**src/rtl/status_led_pkg.sv**
```systemverilog
package status_led_pkg;

  typedef enum logic [1:0] {
    LM_DARK  = 2'b00,
    LM_RAILS = 2'b01,
    LM_USER  = 2'b10,
    LM_LIT   = 2'b11
  } led_mode_e;

  typedef enum logic [1:0] {
    SQ_SCAN,
    SQ_MARK,
    SQ_SPACE,
    SQ_REST
  } seq_state_e;

  // Length of a sequencer phase in ticks.
  function automatic int unsigned phase_ticks(input seq_state_e s,
                                              input int unsigned tps,
                                              input int unsigned mark,
                                              input int unsigned space,
                                              input int unsigned rest);
    case (s)
      SQ_MARK:  return tps * mark;
      SQ_SPACE: return tps * space;
      SQ_REST:  return tps * rest;
      default:  return 1;
    endcase
  endfunction

  function automatic int unsigned longest3(input int unsigned a,
                                           input int unsigned b,
                                           input int unsigned c);
    int unsigned m;
    m = (a > b) ? a : b;
    return (m > c) ? m : c;
  endfunction

endpackage

```
**src/rtl/status_led_prio.sv**
```systemverilog
module status_led_prio #(
  parameter int RAILS = 6,
  parameter int CW    = $clog2(RAILS + 1)
) (
  input  logic [RAILS-1:0] rail_ok,
  output logic [CW-1:0]    code,
  output logic             any_bad
);

  logic [RAILS:0]   clean_below;
  logic [RAILS-1:0] first_bad;

  assign clean_below[0] = 1'b1;

  for (genvar k = 0; k < RAILS; k++) begin : g_chain
    assign first_bad[k]       = clean_below[k] & ~rail_ok[k];
    assign clean_below[k + 1] = clean_below[k] & rail_ok[k];
  end

  always_comb begin
    code = '0;
    for (int k = 0; k < RAILS; k++) begin
      if (first_bad[k]) code = code | CW'(k + 1);
    end
  end

  assign any_bad = ~clean_below[RAILS];

endmodule

```
**src/rtl/status_led_timer.sv**
```systemverilog
module status_led_timer #(
  parameter int TW = 10
) (
  input  logic          clk,
  input  logic          rst_n,
  input  logic          restart,
  input  logic          tick,
  input  logic [TW-1:0] limit,
  output logic          expired
);

  logic [TW-1:0] count;

  assign expired = tick && (count == limit - 1'b1);

  always_ff @(posedge clk) begin
    if (!rst_n || restart) count <= '0;
    else if (tick)         count <= count + 1'b1;
  end

  assert_count_below_limit_R7: assert property (@(posedge clk) disable iff (!rst_n)
    count < limit)
    else $error("timer count passed its phase length");

endmodule

```
**src/rtl/status_led_seq.sv**
```systemverilog
module status_led_seq
  import status_led_pkg::*;
#(
  parameter int TICKS_PER_SLOT = 200,
  parameter int MARK_SLOTS     = 1,
  parameter int SPACE_SLOTS    = 1,
  parameter int REST_SLOTS     = 5,
  parameter int CW             = 3
) (
  input  logic          clk,
  input  logic          rst_n,
  input  logic          run,
  input  logic          tick,
  input  logic [CW-1:0] fault_code,
  input  logic          any_bad,
  output logic          lit,
  output logic          burst_start,
  output logic          phase_end
);

  localparam int unsigned MAXT = longest3(TICKS_PER_SLOT * MARK_SLOTS,
                                          TICKS_PER_SLOT * SPACE_SLOTS,
                                          TICKS_PER_SLOT * REST_SLOTS);
  localparam int TW = $clog2(MAXT + 1);

  seq_state_e    state;
  logic [CW-1:0] burst_len;
  logic [CW-1:0] pulse_no;
  logic [TW-1:0] limit;
  logic          restart;
  logic          last_pulse;

  assign limit       = TW'(phase_ticks(state, TICKS_PER_SLOT, MARK_SLOTS,
                                       SPACE_SLOTS, REST_SLOTS));
  assign burst_start = run && (state == SQ_SCAN) && any_bad;
  assign restart     = !run || (state == SQ_SCAN) || phase_end;
  assign last_pulse  = (pulse_no == burst_len);

  status_led_timer #(.TW(TW)) u_timer (
    .clk     (clk),
    .rst_n   (rst_n),
    .restart (restart),
    .tick    (tick),
    .limit   (limit),
    .expired (phase_end)
  );

  always_ff @(posedge clk) begin
    if (!rst_n) begin
      state     <= SQ_SCAN;
      burst_len <= '0;
      pulse_no  <= '0;
    end else if (!run) begin
      state <= SQ_SCAN;
    end else begin
      case (state)
        SQ_SCAN: if (burst_start) begin
          burst_len <= fault_code;
          pulse_no  <= CW'(1);
          state     <= SQ_MARK;
        end
        SQ_MARK: if (phase_end) state <= SQ_SPACE;
        SQ_SPACE: if (phase_end) begin
          if (last_pulse) state <= SQ_REST;
          else begin
            pulse_no <= pulse_no + 1'b1;
            state    <= SQ_MARK;
          end
        end
        SQ_REST: if (phase_end) state <= SQ_SCAN;
        default: state <= SQ_SCAN;
      endcase
    end
  end

  assign lit = (state == SQ_MARK) || ((state == SQ_SCAN) && !any_bad);

  assert_pulse_in_burst_R5: assert property (@(posedge clk) disable iff (!rst_n)
    (state != SQ_SCAN) |-> (pulse_no >= CW'(1) && pulse_no <= burst_len))
    else $error("pulse index outside its burst");

  assert_burst_len_held_R8: assert property (@(posedge clk) disable iff (!rst_n)
    (state != SQ_SCAN && $past(state) != SQ_SCAN) |-> $stable(burst_len))
    else $error("burst length changed inside a burst");

  assert_stall_without_tick_R10: assert property (@(posedge clk) disable iff (!rst_n)
    (run && !tick && state != SQ_SCAN) |=> (state == $past(state)))
    else $error("phase advanced without a tick");

  assert_rest_after_last_R7: assert property (@(posedge clk) disable iff (!rst_n)
    (state == SQ_REST && $past(state) != SQ_REST) |->
      ($past(state) == SQ_SPACE && $past(pulse_no) == $past(burst_len)))
    else $error("rest entered before the last pulse");

endmodule

```
**src/rtl/status_led_top.sv**
```systemverilog
module status_led_top
  import status_led_pkg::*;
#(
  parameter int RAILS          = 6,
  parameter int TICKS_PER_SLOT = 200,
  parameter int MARK_SLOTS     = 1,
  parameter int SPACE_SLOTS    = 1,
  parameter int REST_SLOTS     = 5
) (
  input  logic             clk,
  input  logic             rst_n,
  input  logic             tick,
  input  logic [1:0]       mode_sel,
  input  logic [RAILS-1:0] rail_ok,
  input  logic             user_led,
  output logic             led
);

  localparam int CW = $clog2(RAILS + 1);

  led_mode_e     mode;
  logic [CW-1:0] fault_code;
  logic          any_bad;
  logic          ind_lit;
  logic          burst_start;
  logic          phase_end;

  assign mode = led_mode_e'(mode_sel);

  status_led_prio #(.RAILS(RAILS), .CW(CW)) u_prio (
    .rail_ok (rail_ok),
    .code    (fault_code),
    .any_bad (any_bad)
  );

  status_led_seq #(
    .TICKS_PER_SLOT (TICKS_PER_SLOT),
    .MARK_SLOTS     (MARK_SLOTS),
    .SPACE_SLOTS    (SPACE_SLOTS),
    .REST_SLOTS     (REST_SLOTS),
    .CW             (CW)
  ) u_seq (
    .clk         (clk),
    .rst_n       (rst_n),
    .run         (mode == LM_RAILS),
    .tick        (tick),
    .fault_code  (fault_code),
    .any_bad     (any_bad),
    .lit         (ind_lit),
    .burst_start (burst_start),
    .phase_end   (phase_end)
  );

  always_comb begin
    unique case (mode)
      LM_DARK:  led = 1'b0;
      LM_RAILS: led = ind_lit;
      LM_USER:  led = user_led;
      LM_LIT:   led = 1'b1;
      default:  led = 1'b0;
    endcase
  end

  assert_prio_picks_low_R6: assert property (@(posedge clk) disable iff (!rst_n)
    any_bad |-> (fault_code != '0 && !rail_ok[fault_code - 1'b1]
                 && (&(rail_ok | ~((RAILS'(1) << (fault_code - 1'b1)) - 1'b1)))))
    else $error("fault code does not name the lowest failing rail");

  assert_dark_mode_R1: assert property (@(posedge clk) disable iff (!rst_n)
    (mode_sel == 2'b00) |-> !led)
    else $error("LED lit in dark mode");

  assert_lit_mode_R2: assert property (@(posedge clk) disable iff (!rst_n)
    (mode_sel == 2'b11) |-> led)
    else $error("LED dark in lit mode");

  assert_start_is_dark_R12: assert property (@(posedge clk) disable iff (!rst_n)
    burst_start |-> !led)
    else $error("LED lit on a burst start cycle");

  assert_phase_only_on_tick_R10: assert property (@(posedge clk) disable iff (!rst_n)
    phase_end |-> tick)
    else $error("phase ended without a tick");

endmodule

```
**config.mk**
```make
export PLATFORM = sky130hd
export DESIGN_NAME = status_led_top
export DESIGN_NICKNAME = d
export VERILOG_FILES = /design/src/rtl/status_led_pkg.sv /design/src/rtl/status_led_prio.sv /design/src/rtl/status_led_timer.sv /design/src/rtl/status_led_seq.sv /design/src/rtl/status_led_top.sv
export SDC_FILE = /design/constraint.sdc
export NUM_CORES = 1
export LEC_CHECK = 0
export BUFFER_PORTS_ARGS = -buffer_cell sky130_fd_sc_hd__buf_2
export CORE_MARGIN = 3
export CORE_UTILIZATION = 60
export CTS_CLUSTER_SIZE = 40
export DETAILED_ROUTE_END_ITERATION = 12
export PLACE_DENSITY = 0.91
export SLEW_MARGIN = 20
export SYNTH_ARGS = -nofsm -noshare
export SYNTH_HDL_FRONTEND = slang
export SYNTH_HIERARCHICAL = 1
export SYNTH_SLANG_ARGS = --single-unit
```
**constraint.sdc**
```tcl
create_clock -name clk -period 8.28 [get_ports clk]
set_clock_uncertainty 0.15 [all_clocks]
set_input_delay 0 -clock clk [delete_from_list [all_inputs] [get_ports clk]]
set_output_delay 0 -clock clk [all_outputs]
set_load 0.1 [all_outputs]
```
==> results.yml <==
finish:
  layout.area.seq_um2: 360
  drive_gt1_share_pct: 11.4
  num_antenna_cells: 0
  utilization_pct: 74.8
  fillerInstances: 149
  syn_to_final_growth_pct: 16.5
  nets: 210
  multi_input_area_um2: 930
hold_path:
  worst_hold_path_type: "primary input to flip-flop"
  worst_hold_path.endpoint: "u_seq/state[0]"
  whs_path_depth: 4
  timing.hold.worst.start: "mode_sel[1]"
global_routing:
  grt_antenna_before_repair: 0
  grt_pass1_wl_mm: 4.82
  grt_overflow_total: 0
  first_global_vias: 1188
  grt_use_met3_pct: 1.99
  gr-usage-all-layers_pct: 23.6
  grt_most_used_layer: "met2"
  use_met2_pct: 40.0
  grt_start_max_net_pins: 18
  global_route.usage.met1_pct: 29.0
worst_setup_path:
  crit_path_cell_trace: "or2_2 -> inv_1 -> or4_4 -> nor2_2 -> or4b_1 -> a211oi_1 -> and2_1 -> o21ai_0 -> or3_1 -> a21boi_1"
  timing.critical_path.from_type: "flip-flop"
  max_stage_delay_ns: 0.59
  timing.reg2reg.setup_slack_ns: 4.55
  critPathBufInv: 1
  crit_required_ns: 8.37
  path_type_of_the_worst_setup_path: "flip-flop to flip-flop"
  timing.critical_path.max_delay_family: "simple AND/OR/NAND/NOR gates"
  worstPathMaxFanout: 17
  critical_path_arrival_ns: 3.81
  reg_to_reg_critical_path_endpoint: "u_seq/pulse_no[1]"
  worst_path_max_delay_cell: "sky130_fd_sc_hd__or4_4"
  path_depth: 10
  r2r_cells: 10
  r2r-start: "u_seq/state[1]"
  worstSetupEndpointType: "flip-flop"
detailed_routing:
  drt_iter0_markers: 33
  detailroute.via_count: 1232
  via_per_inst: 5.60
  drt_drc_violations_left: 0
  ant_nets: 0
  drt-pass1-iter-count: 4
  drt-total-wl_mm: 2.90
  wl_per_cell_um: 13.2
clock_tree:
  cts_root_buf: "sky130_fd_sc_hd__clkbuf_4"
  cts.reportedPaths.clkPinSlew_ns: 0.10
  cts.sinks: 18
  clockBufferDepth: 2
  cts_bufs_inserted: 3
  cts.repair.resized: 0
  cts_max_level: 1
  cts_tree: "yes"
  clkLatencyLatePin_ns: 0.30
placed_design:
  post-dp-hpwl_mm: 2.19
  place.gp.congestion: 0.894
  place_worst_setup_slack_ns: 4.66
  placement.io_buffers: 12
yosys:
  synth_area_um2: 1280
  synth_seq_area_share_pct: 28.0
  post-synth-top-area-cell: "sky130_fd_sc_hd__dfxtp_1"
  synth_area_per_cell_um2: 7.93
  synth_async_sr_flop_share_pct: 0
  post_synth_main_area_contributors: "sky130_fd_sc_hd__dfxtp_1 (28%), sky130_fd_sc_hd__xor2_1 (7.5%), sky130_fd_sc_hd__xnor2_1 (5.5%)"
  ys_seq_elements: 18
  yosysWarnings: 6
  synth_common_cells: "sky130_fd_sc_hd__dfxtp_1 (18), sky130_fd_sc_hd__nand2_1 (12), sky130_fd_sc_hd__nor2_1 (11), sky130_fd_sc_hd__xor2_1 (11)"
  post_synth_inst_count: 162
  synth.lib_cells_used.distinct: 45
  synth_enable_flop_cells: 0
  yosysMostFrequentCell: "sky130_fd_sc_hd__dfxtp_1"
  fraction_of_synthesized_cell_area_taken_by_the_top_area_cell_type_pct: 28.0
  top_flip_flop_cell_by_instance_count_after_synthesis: "sky130_fd_sc_hd__dfxtp_1"
sta:
  fmax_mhz: 268
  finalMaxSlewViolations: 0
  final_worst_path_period_need_ns: 3.73
  post-route-period-util_pct: 45.0
  worst_slack_ns: 4.55
  finalSetupTns_ns: 0
  setup_viol: 0
  hold_viol_final: 0
  grt_setup_unrepaired: "false"
floorplan:
  core.rowCount: 16
  io_pins: 13
  die_h_um: 52.3
  core_area_um2: 2000
  die_area_um2: 2730
  start_util_pct: 64.2
  chipWidth_um: 52.3
power:
  ir_worst_vdd_v: 0.0000843
  pleak_uw: 0.000590
  power_density_nw_per_um2: 107
status:
  status: "finished clean"
job:
  maxCapViolCount: 0
## metrics by stage
step | area [um^2] | total power [uW] | cells | hold slack, ns
5_1_grt | 1500 | 166 | 220 | 0.0735
2_1_floorplan | 1340 | 107 | 176 | -0.0221
4_1_cts | 1500 | 159 | 220 | 0.0341
6_report | 1500 | 160 | 220 | 0.0303
3_3_place_gp | 1410 | 113 | 211 | 0.147
3_5_place_dp | 1410 | 114 | 211 | 0.160
## area by class of cell
| cell class | count | area share [%] |
|---|---|---|
| flip-flops and latches | 18 | 24.1 |
| clock buffers | 3 | 1.51 |
| inverters | 8 | 2.01 |
| multi-input cells | 146 | 62.1 |
| well taps | 27 | 2.26 |
| repair buffers | 18 | 8.03 |
## worst max-delay path by stage
stage	slack, ns	to	from
2_1_floorplan	5.00	u_seq/pulse_no[1]	u_seq/state[1]
3_3_place_gp	4.84	u_seq/pulse_no[1]	u_seq/state[1]
3_5_place_dp	4.66	u_seq/pulse_no[2]	u_seq/state[1]
4_1_cts	4.64	u_seq/pulse_no[2]	u_seq/state[1]
5_1_grt	4.29	u_seq/pulse_no[1]	u_seq/state[1]
6_report	4.55	u_seq/pulse_no[1]	u_seq/state[1]
## sequential cells by signal (all words and copies together) (netlist names)
signal / cells
u_seq/pulse_no: 3
u_seq/burst_len: 3
u_seq/u_timer/count: 10
u_seq/state: 2
## tightest hold or removal path, cell delays in order
cell and delay (ns):
sky130_fd_sc_hd__buf_2 0.08, sky130_fd_sc_hd__and2b_2 0.23, sky130_fd_sc_hd__nand2_1 0.09, sky130_fd_sc_hd__a211oi_1 0.05
## what timing repair did
item                                   CTS  global route
setup buffers                            0             0
hold buffers                             6             0
endpoints found under the hold margin   11             0
## where the power goes
| group | switching, uW | internal [uW] | leakage [uW] | total, uW |
|---|---|---|---|---|
| clock | 27.7 | 17.0 | 0.0000138 | 44.7 |
| sequential | 1.31 | 87.7 | 0.000146 | 89.0 |
| combinational | 14.8 | 11.5 | 0.000431 | 26.3 |
## layout by cell type, fill, tap and decap left out, types with 7 or more instances in the layout
cell type,n
sky130_fd_sc_hd__inv_1,8
sky130_fd_sc_hd__xnor2_1,8
sky130_fd_sc_hd__a21oi_1,7
sky130_fd_sc_hd__dfxtp_1,18
sky130_fd_sc_hd__conb_1,15
sky130_fd_sc_hd__nor2_1,11
sky130_fd_sc_hd__xor2_1,11
sky130_fd_sc_hd__buf_2,12
sky130_fd_sc_hd__nand2_1,12
## metal layers
layer  vias up  routed length [um]
met3         5                 103
met2        29                1440
met4         0                  44
met5         -                   0
met1       571                1310
li1        627                   -
## logic make-up after synthesis
logic type               count (synthesis)  share of synthesized area, %
AO/OA/AOI/OAI                           27                          14.2
XOR/XNOR                                19                          13.0
adder cells (fa/ha/maj)                  3                          2.92
buffers and inverters                   12                          3.70
flip-flops                              18                          28.0
multiplexers                             4                          3.12
other                                    1                         0.292
AND/OR/NAND/NOR                         78                          34.8
Note: power is estimated with default switching activity, not from simulation.
